$ cat src/rtl/vlayer_pkg.sv
`timescale 1ns/1ps
package vlayer_pkg;

  typedef struct packed {
    logic interlaced;
    logic buf_toggle;
    logic start_field;
    logic premult;
    logic alpha_prev;
    logic chroma_isp;
    logic ups_en;
  } layer_cfg_t;

  localparam int CFG_W = $bits(layer_cfg_t);

  localparam layer_cfg_t CFG_RST = '{
    interlaced:  1'b0,
    buf_toggle:  1'b0,
    start_field: 1'b1,
    premult:     1'b0,
    alpha_prev:  1'b0,
    chroma_isp:  1'b0,
    ups_en:      1'b0
  };

  // Progressive scan pins the parity to even.
  function automatic logic f_eff_parity(input logic interlaced, input logic odd);
    return interlaced & odd;
  endfunction

  // Start gate for a layer that is enabled but still off.
  function automatic logic f_start_gate(input logic start_field, input logic eff_odd);
    return start_field ^ eff_odd;
  endfunction

  // 1 selects buffer B, which is used in even fields when toggling.
  function automatic logic f_pick_b(input logic toggle, input logic eff_odd);
    return toggle & ~eff_odd;
  endfunction

endpackage

$ cat src/rtl/vlayer_shadow_regs.sv
`timescale 1ns/1ps
module vlayer_shadow_regs
  import vlayer_pkg::*;
#(
  parameter int ADDR_W     = 4,
  parameter int DATA_W     = 8,
  parameter int CFG_ADDR   = 0,
  parameter int LAYER_ADDR = 1,
  parameter int EN_BIT     = 0,
  parameter int REQ_BIT    = 1
) (
  input  logic              clk,
  input  logic              rst_n,
  input  logic              wr_en,
  input  logic [ADDR_W-1:0] wr_addr,
  input  logic [DATA_W-1:0] wr_data,
  output layer_cfg_t        shd_cfg,
  output logic              shd_en,
  output logic              req_pulse
);

  localparam logic [ADDR_W-1:0] CFG_A   = ADDR_W'(CFG_ADDR);
  localparam logic [ADDR_W-1:0] LAYER_A = ADDR_W'(LAYER_ADDR);

  logic hit_cfg;
  logic hit_layer;
  logic unused_wr;

  assign hit_cfg   = wr_en && (wr_addr == CFG_A);
  assign hit_layer = wr_en && (wr_addr == LAYER_A);
  assign req_pulse = hit_layer && wr_data[REQ_BIT];
  assign unused_wr = ^wr_data;

  always_ff @(posedge clk or negedge rst_n) begin
    if (!rst_n) begin
      shd_cfg <= CFG_RST;
      shd_en  <= 1'b0;
    end else begin
      if (hit_cfg)   shd_cfg <= layer_cfg_t'(wr_data[CFG_W-1:0]);
      if (hit_layer) shd_en  <= wr_data[EN_BIT];
    end
  end

  p_shadow_hold_r2: assert property (@(posedge clk) disable iff (!rst_n)
    !hit_cfg |=> $stable(shd_cfg));
  p_enable_hold_r2: assert property (@(posedge clk) disable iff (!rst_n)
    !hit_layer |=> $stable(shd_en));

endmodule

$ cat src/rtl/vlayer_upload_ctrl.sv
`timescale 1ns/1ps
module vlayer_upload_ctrl
  import vlayer_pkg::*;
(
  input  logic       clk,
  input  logic       rst_n,
  input  layer_cfg_t shd_cfg,
  input  logic       shd_en,
  input  logic       req_pulse,
  input  logic       frame_start,
  input  logic       tg_en,
  output layer_cfg_t act_cfg,
  output logic       act_en,
  output layer_cfg_t nxt_cfg,
  output logic       nxt_en,
  output logic       copy_stb,
  output logic       upload_ready
);

  logic pend_q;
  logic pend_d;

  assign copy_stb     = frame_start & pend_q;
  assign pend_d       = req_pulse | (pend_q & ~frame_start);
  assign nxt_cfg      = copy_stb ? shd_cfg : act_cfg;
  assign nxt_en       = copy_stb ? shd_en  : act_en;
  assign upload_ready = tg_en & ~pend_q;

  always_ff @(posedge clk or negedge rst_n) begin
    if (!rst_n) begin
      pend_q  <= 1'b0;
      act_cfg <= CFG_RST;
      act_en  <= 1'b0;
    end else begin
      pend_q <= pend_d;
      if (copy_stb) begin
        act_cfg <= shd_cfg;
        act_en  <= shd_en;
      end
    end
  end

  p_active_hold_r2: assert property (@(posedge clk) disable iff (!rst_n)
    !copy_stb |=> ($stable(act_cfg) && $stable(act_en)));
  p_request_busy_r3: assert property (@(posedge clk) disable iff (!rst_n)
    req_pulse |=> !upload_ready);
  p_copy_clears_r3: assert property (@(posedge clk) disable iff (!rst_n)
    (copy_stb && !req_pulse) |=> !pend_q);
  p_late_request_r10: assert property (@(posedge clk) disable iff (!rst_n)
    (frame_start && !pend_q) |=> $stable(act_cfg));
  p_ready_off_r4: assert property (@(posedge clk) disable iff (!rst_n)
    !tg_en |-> !upload_ready);

endmodule

$ cat src/rtl/vlayer_field_gate.sv
`timescale 1ns/1ps
module vlayer_field_gate
  import vlayer_pkg::*;
(
  input  logic       clk,
  input  logic       rst_n,
  input  logic       frame_start,
  input  logic       field_odd,
  input  layer_cfg_t nxt_cfg,
  input  logic       nxt_en,
  output logic       layer_active,
  output logic       buf_sel_b
);

  logic eff_odd;
  logic start_ok;
  logic active_d;

  assign eff_odd  = f_eff_parity(nxt_cfg.interlaced, field_odd);
  assign start_ok = f_start_gate(nxt_cfg.start_field, eff_odd);

  always_comb begin
    active_d = layer_active;
    if (frame_start) begin
      if (!nxt_en)            active_d = 1'b0;
      else if (!layer_active) active_d = start_ok;
    end
  end

  always_ff @(posedge clk or negedge rst_n) begin
    if (!rst_n) begin
      layer_active <= 1'b0;
      buf_sel_b    <= 1'b0;
    end else begin
      layer_active <= active_d;
      if (frame_start) buf_sel_b <= f_pick_b(nxt_cfg.buf_toggle, eff_odd);
    end
  end

  p_off_disabled_r7: assert property (@(posedge clk) disable iff (!rst_n)
    (frame_start && !nxt_en) |=> !layer_active);
  p_on_at_strobe_r5: assert property (@(posedge clk) disable iff (!rst_n)
    $rose(layer_active) |-> $past(frame_start));
  p_hold_between_r5: assert property (@(posedge clk) disable iff (!rst_n)
    !frame_start |=> ($stable(layer_active) && $stable(buf_sel_b)));
  p_prog_parity_r6: assert property (@(posedge clk) disable iff (!rst_n)
    (frame_start && nxt_en && !layer_active && !nxt_cfg.interlaced
     && !nxt_cfg.start_field) |=> !layer_active);
  p_buf_a_r8: assert property (@(posedge clk) disable iff (!rst_n)
    (frame_start && !nxt_cfg.buf_toggle) |=> !buf_sel_b);

endmodule

$ cat src/rtl/vlayer_field_ctrl.sv
`timescale 1ns/1ps
module vlayer_field_ctrl
  import vlayer_pkg::*;
#(
  parameter int ADDR_W     = 4,
  parameter int DATA_W     = 8,
  parameter int CFG_ADDR   = 0,
  parameter int LAYER_ADDR = 1,
  parameter int EN_BIT     = 0,
  parameter int REQ_BIT    = 1
) (
  input  logic                   clk,
  input  logic                   rst_n,
  input  logic                   wr_en,
  input  logic [ADDR_W-1:0]      wr_addr,
  input  logic [DATA_W-1:0]      wr_data,
  input  logic                   field_odd,
  input  logic                   frame_start,
  input  logic                   tg_en,
  output logic                   layer_active,
  output logic                   buf_sel_b,
  output logic [CFG_W-1:0]       act_cfg,
  output logic                   upload_ready
);

  layer_cfg_t shd_cfg;
  layer_cfg_t act_cfg_s;
  layer_cfg_t nxt_cfg;
  logic       shd_en;
  logic       act_en;
  logic       nxt_en;
  logic       req_pulse;
  logic       copy_stb;

  vlayer_shadow_regs #(
    .ADDR_W(ADDR_W), .DATA_W(DATA_W), .CFG_ADDR(CFG_ADDR),
    .LAYER_ADDR(LAYER_ADDR), .EN_BIT(EN_BIT), .REQ_BIT(REQ_BIT)
  ) u_shadow (
    .clk(clk), .rst_n(rst_n), .wr_en(wr_en), .wr_addr(wr_addr),
    .wr_data(wr_data), .shd_cfg(shd_cfg), .shd_en(shd_en),
    .req_pulse(req_pulse)
  );

  vlayer_upload_ctrl u_upload (
    .clk(clk), .rst_n(rst_n), .shd_cfg(shd_cfg), .shd_en(shd_en),
    .req_pulse(req_pulse), .frame_start(frame_start), .tg_en(tg_en),
    .act_cfg(act_cfg_s), .act_en(act_en), .nxt_cfg(nxt_cfg),
    .nxt_en(nxt_en), .copy_stb(copy_stb), .upload_ready(upload_ready)
  );

  vlayer_field_gate u_gate (
    .clk(clk), .rst_n(rst_n), .frame_start(frame_start),
    .field_odd(field_odd), .nxt_cfg(nxt_cfg), .nxt_en(nxt_en),
    .layer_active(layer_active), .buf_sel_b(buf_sel_b)
  );

  assign act_cfg = act_cfg_s;

  p_active_needs_en_r7: assert property (@(posedge clk) disable iff (!rst_n)
    (layer_active && !act_en) |-> !$past(frame_start));
  p_settle_after_copy_r3: assert property (@(posedge clk) disable iff (!rst_n)
    (copy_stb && !req_pulse && tg_en) |=> (upload_ready || !tg_en));

endmodule

$ cat config.mk
export PLATFORM = sky130hd
export DESIGN_NAME = vlayer_field_ctrl
export DESIGN_NICKNAME = d
export VERILOG_FILES = /design/src/rtl/vlayer_pkg.sv /design/src/rtl/vlayer_shadow_regs.sv /design/src/rtl/vlayer_upload_ctrl.sv /design/src/rtl/vlayer_field_gate.sv /design/src/rtl/vlayer_field_ctrl.sv
export SDC_FILE = /design/constraint.sdc
export NUM_CORES = 1
export LEC_CHECK = 0
export BUFFER_PORTS_ARGS = -buffer_cell sky130_fd_sc_hd__buf_2
export CORE_MARGIN = 1
export CORE_UTILIZATION = 50
export CTS_BUF_LIST = sky130_fd_sc_hd__clkbuf_4
export CTS_CLUSTER_SIZE = 20
export DETAILED_ROUTE_END_ITERATION = 10
export GPL_ROUTABILITY_DRIVEN = 0
export PLACE_DENSITY = 0.78
export SLEW_MARGIN = 5
export SYNTH_ARGS = -nofsm -noshare
export SYNTH_HDL_FRONTEND = slang
export SYNTH_SLANG_ARGS = --single-unit
$ cat constraint.sdc
create_clock -name clk -period 3.4 [get_ports clk]
set_input_delay 0.17 -clock clk [delete_from_list [all_inputs] [get_ports clk]]
set_output_delay 0.17 -clock clk [all_outputs]
set_load 0.02 [all_outputs]
==> results.cfg <==
[sta]
hold_viol_final = 0
fmax_mhz = 728
setup_violations = 0
fin_crit_ns = 1.37
relSlewSlack = 0.632
worstMarginPinSlew_ns = 0.547
clock-skew-final_ns = 0.00121
finalCritPeriodShare = 0.404
maxSlewViolCount = 0
tns_ns = 0
rsz0062_at_grt = no

[detailed_routing]
num_vias = 524
drt_iter0_drc = 3
top_layer_used = met4
ant_nets = 0
wl_per_cell_um = 12.3
m1WireLength_um = 524
routed_wl_um = 1230
avgViaCountPerCell = 5.24
route.detailed.drc = 0
drt_pass1_iterations = 2
route.met3.wl_um = 51
met2WireLength_um = 613

[critical_path]
crit_type = reg -> reg
cp.required_ns = 3.58
crit_arrival_ns = 1.56
end_kind = register
crit_start = u_upload.pend_q$_DFF_PN0_
worstPathMaxFanout = 9
cp-start-kind = register
rr_worst_depth = 4
regToRegStartpoint = u_upload.pend_q$_DFF_PN0_

[placement]
dp.cells = 95
port_buffers = 26

[clock_network]
cts_tree = built
cts_buffer_depth = 2
htree_num_levels = 1
cts_sinks = 19
clk_pin_slew_ns = 0.10
cts_buffers = 3
ctsResizeCount = 0
root_buffer = clkbuf_4
insertion_delay_ns = 0.29

[logic_synthesis]
avgSynthCellArea_um2 = 15.3
ys_ff_latch = 19
syn-cell-area_um2 = 811
ys_seq_area_frac = 0.590
postSynthCellCount = 53
yosys_warnings = 0
synth_nets = 71
synth.distinct_cells = 17

[global_routing]
grt_pass1_wl_um = 2150
globalRouteTotalUtil = 0.169
grt_pass1_vias = 502
gr-total-overflow = 0
grt_max_degree = 20
antenna_found_initial = 0

[layout]
final_common_cell = buf_2
final_cell_mix = buf_2, dfrtp_1, mux2_2, nand2_1, clkbuf_4
diodes = 0
drive_gt1_frac = 0.619
area_growth_pct = 23.1
instances_no_fill = 100
layout.nets = 103
nFillCells = 123

[min_path]
hold_path.class = in -> reg
hold_start = wr_data[6]
holdPathStages = 2

[floorplan]
core_mm2 = 0.00151
die-area_mm2 = 0.00179
start_util = 0.538
die_x_um = 42.3
io_pins = 28
rows = 14
die_h_um = 42.3

[power_and_ir_drop]
vdd_drop_max_mv = 0.357
power_density_mw_per_mm2 = 540
power_leakage_uw = 0.000507
p_total_uw = 539

[outcome]
outcome = complete, no violations

[flow_run]
cap_violations = 0
worst paths after layout:
kind | to | slack, ns
max in group asynchronous | u_upload.act_cfg[4]$_DFF_PN1_ | 2.77
min in group asynchronous | u_gate.buf_sel_b$_DFFE_PN0P_ | 0.31
min | u_shadow.shd_cfg[6]$_DFFE_PN0P_ | 0.1
min reg2reg | u_gate.buf_sel_b$_DFFE_PN0P_ | 0.49
max reg2reg | u_gate.layer_active$_DFFE_PN0P_ | 2.03
max | u_gate.layer_active$_DFFE_PN0P_ | 2.03
critical path: stages, from the launching register on:
cell and delay (ns):
dfrtp_1 0.45, nand2_4 0.18, mux2_4 0.33, xnor2_1 0.20, a21oi_1 0.10
logic make-up after synthesis:
family | synth area share
flops | 0.590
xor+xnor | 0.0108
compound gates | 0.0293
mux | 0.281
simple gates | 0.0802
buf+inv | 0.00926
area by class of cell:
type | count | area, um^2 | share of cell area
Clock buffer | 3 | 22.5 | 0.0226
Clock inverter | 1 | 5.00 | 0.00501
Inverter | 2 | 7.51 | 0.00752
Multi-Input combinational cell | 32 | 325 | 0.326
Sequential cell | 19 | 478 | 0.479
Tap cell | 16 | 20.0 | 0.0201
Timing Repair Buffer | 27 | 140 | 0.140
flip-flops by register name, summed over array words and instances (netlist names):
name / flops
u_gate.layer_active: 1
u_shadow.shd_en: 1
u_gate.buf_sel_b: 1
u_upload.pend_q: 1
u_shadow.shd_cfg: 7
u_upload.act_en: 1
u_upload.act_cfg: 7
what timing repair did:
action                                 4_1_cts  5_1_grt
setup buffers                                0        0
endpoints found under the hold margin       17        0
hold buffers                                 1        0
metal layers:
layer  vias up  GRT usage
met3         4     0.0388
met4         0      0.113
met1       251      0.201
met2        16      0.271
li1        253          -
met5         -          0
power by group:
part	switching (uW)	internal (uW)
Sequential	21.6	275
Combinational	65.8	66.0
Clock	66.9	43.8
Total	154	385
stage by stage:
step	cell area [um^2]	worst slack [ns]	util	hold slack, ns
floorplan	811	2.20	-	-0.126
global placement	961	1.99	0.638	0.118
detailed placement	961	1.97	0.638	0.124
CTS	998	2.01	0.663	0.0935
global route	998	1.96	0.663	0.0873
finish	998	2.03	0.663	0.0999
cells in the mapped netlist, drive strengths merged:
master	number	area share
nand2b	1	0.0077
a21oi	1	0.0062
a32o	1	0.012
inv	2	0.0093
nor4	1	0.026
dfrtp	17	0.52
nand2	5	0.032
xnor2	1	0.011
dfstp	2	0.065
nor3	1	0.0062
mux2	17	0.24
mux2i	2	0.040
o2bb2ai	1	0.011
nor2b	1	0.0077
(Power assumes the default switching activity.)
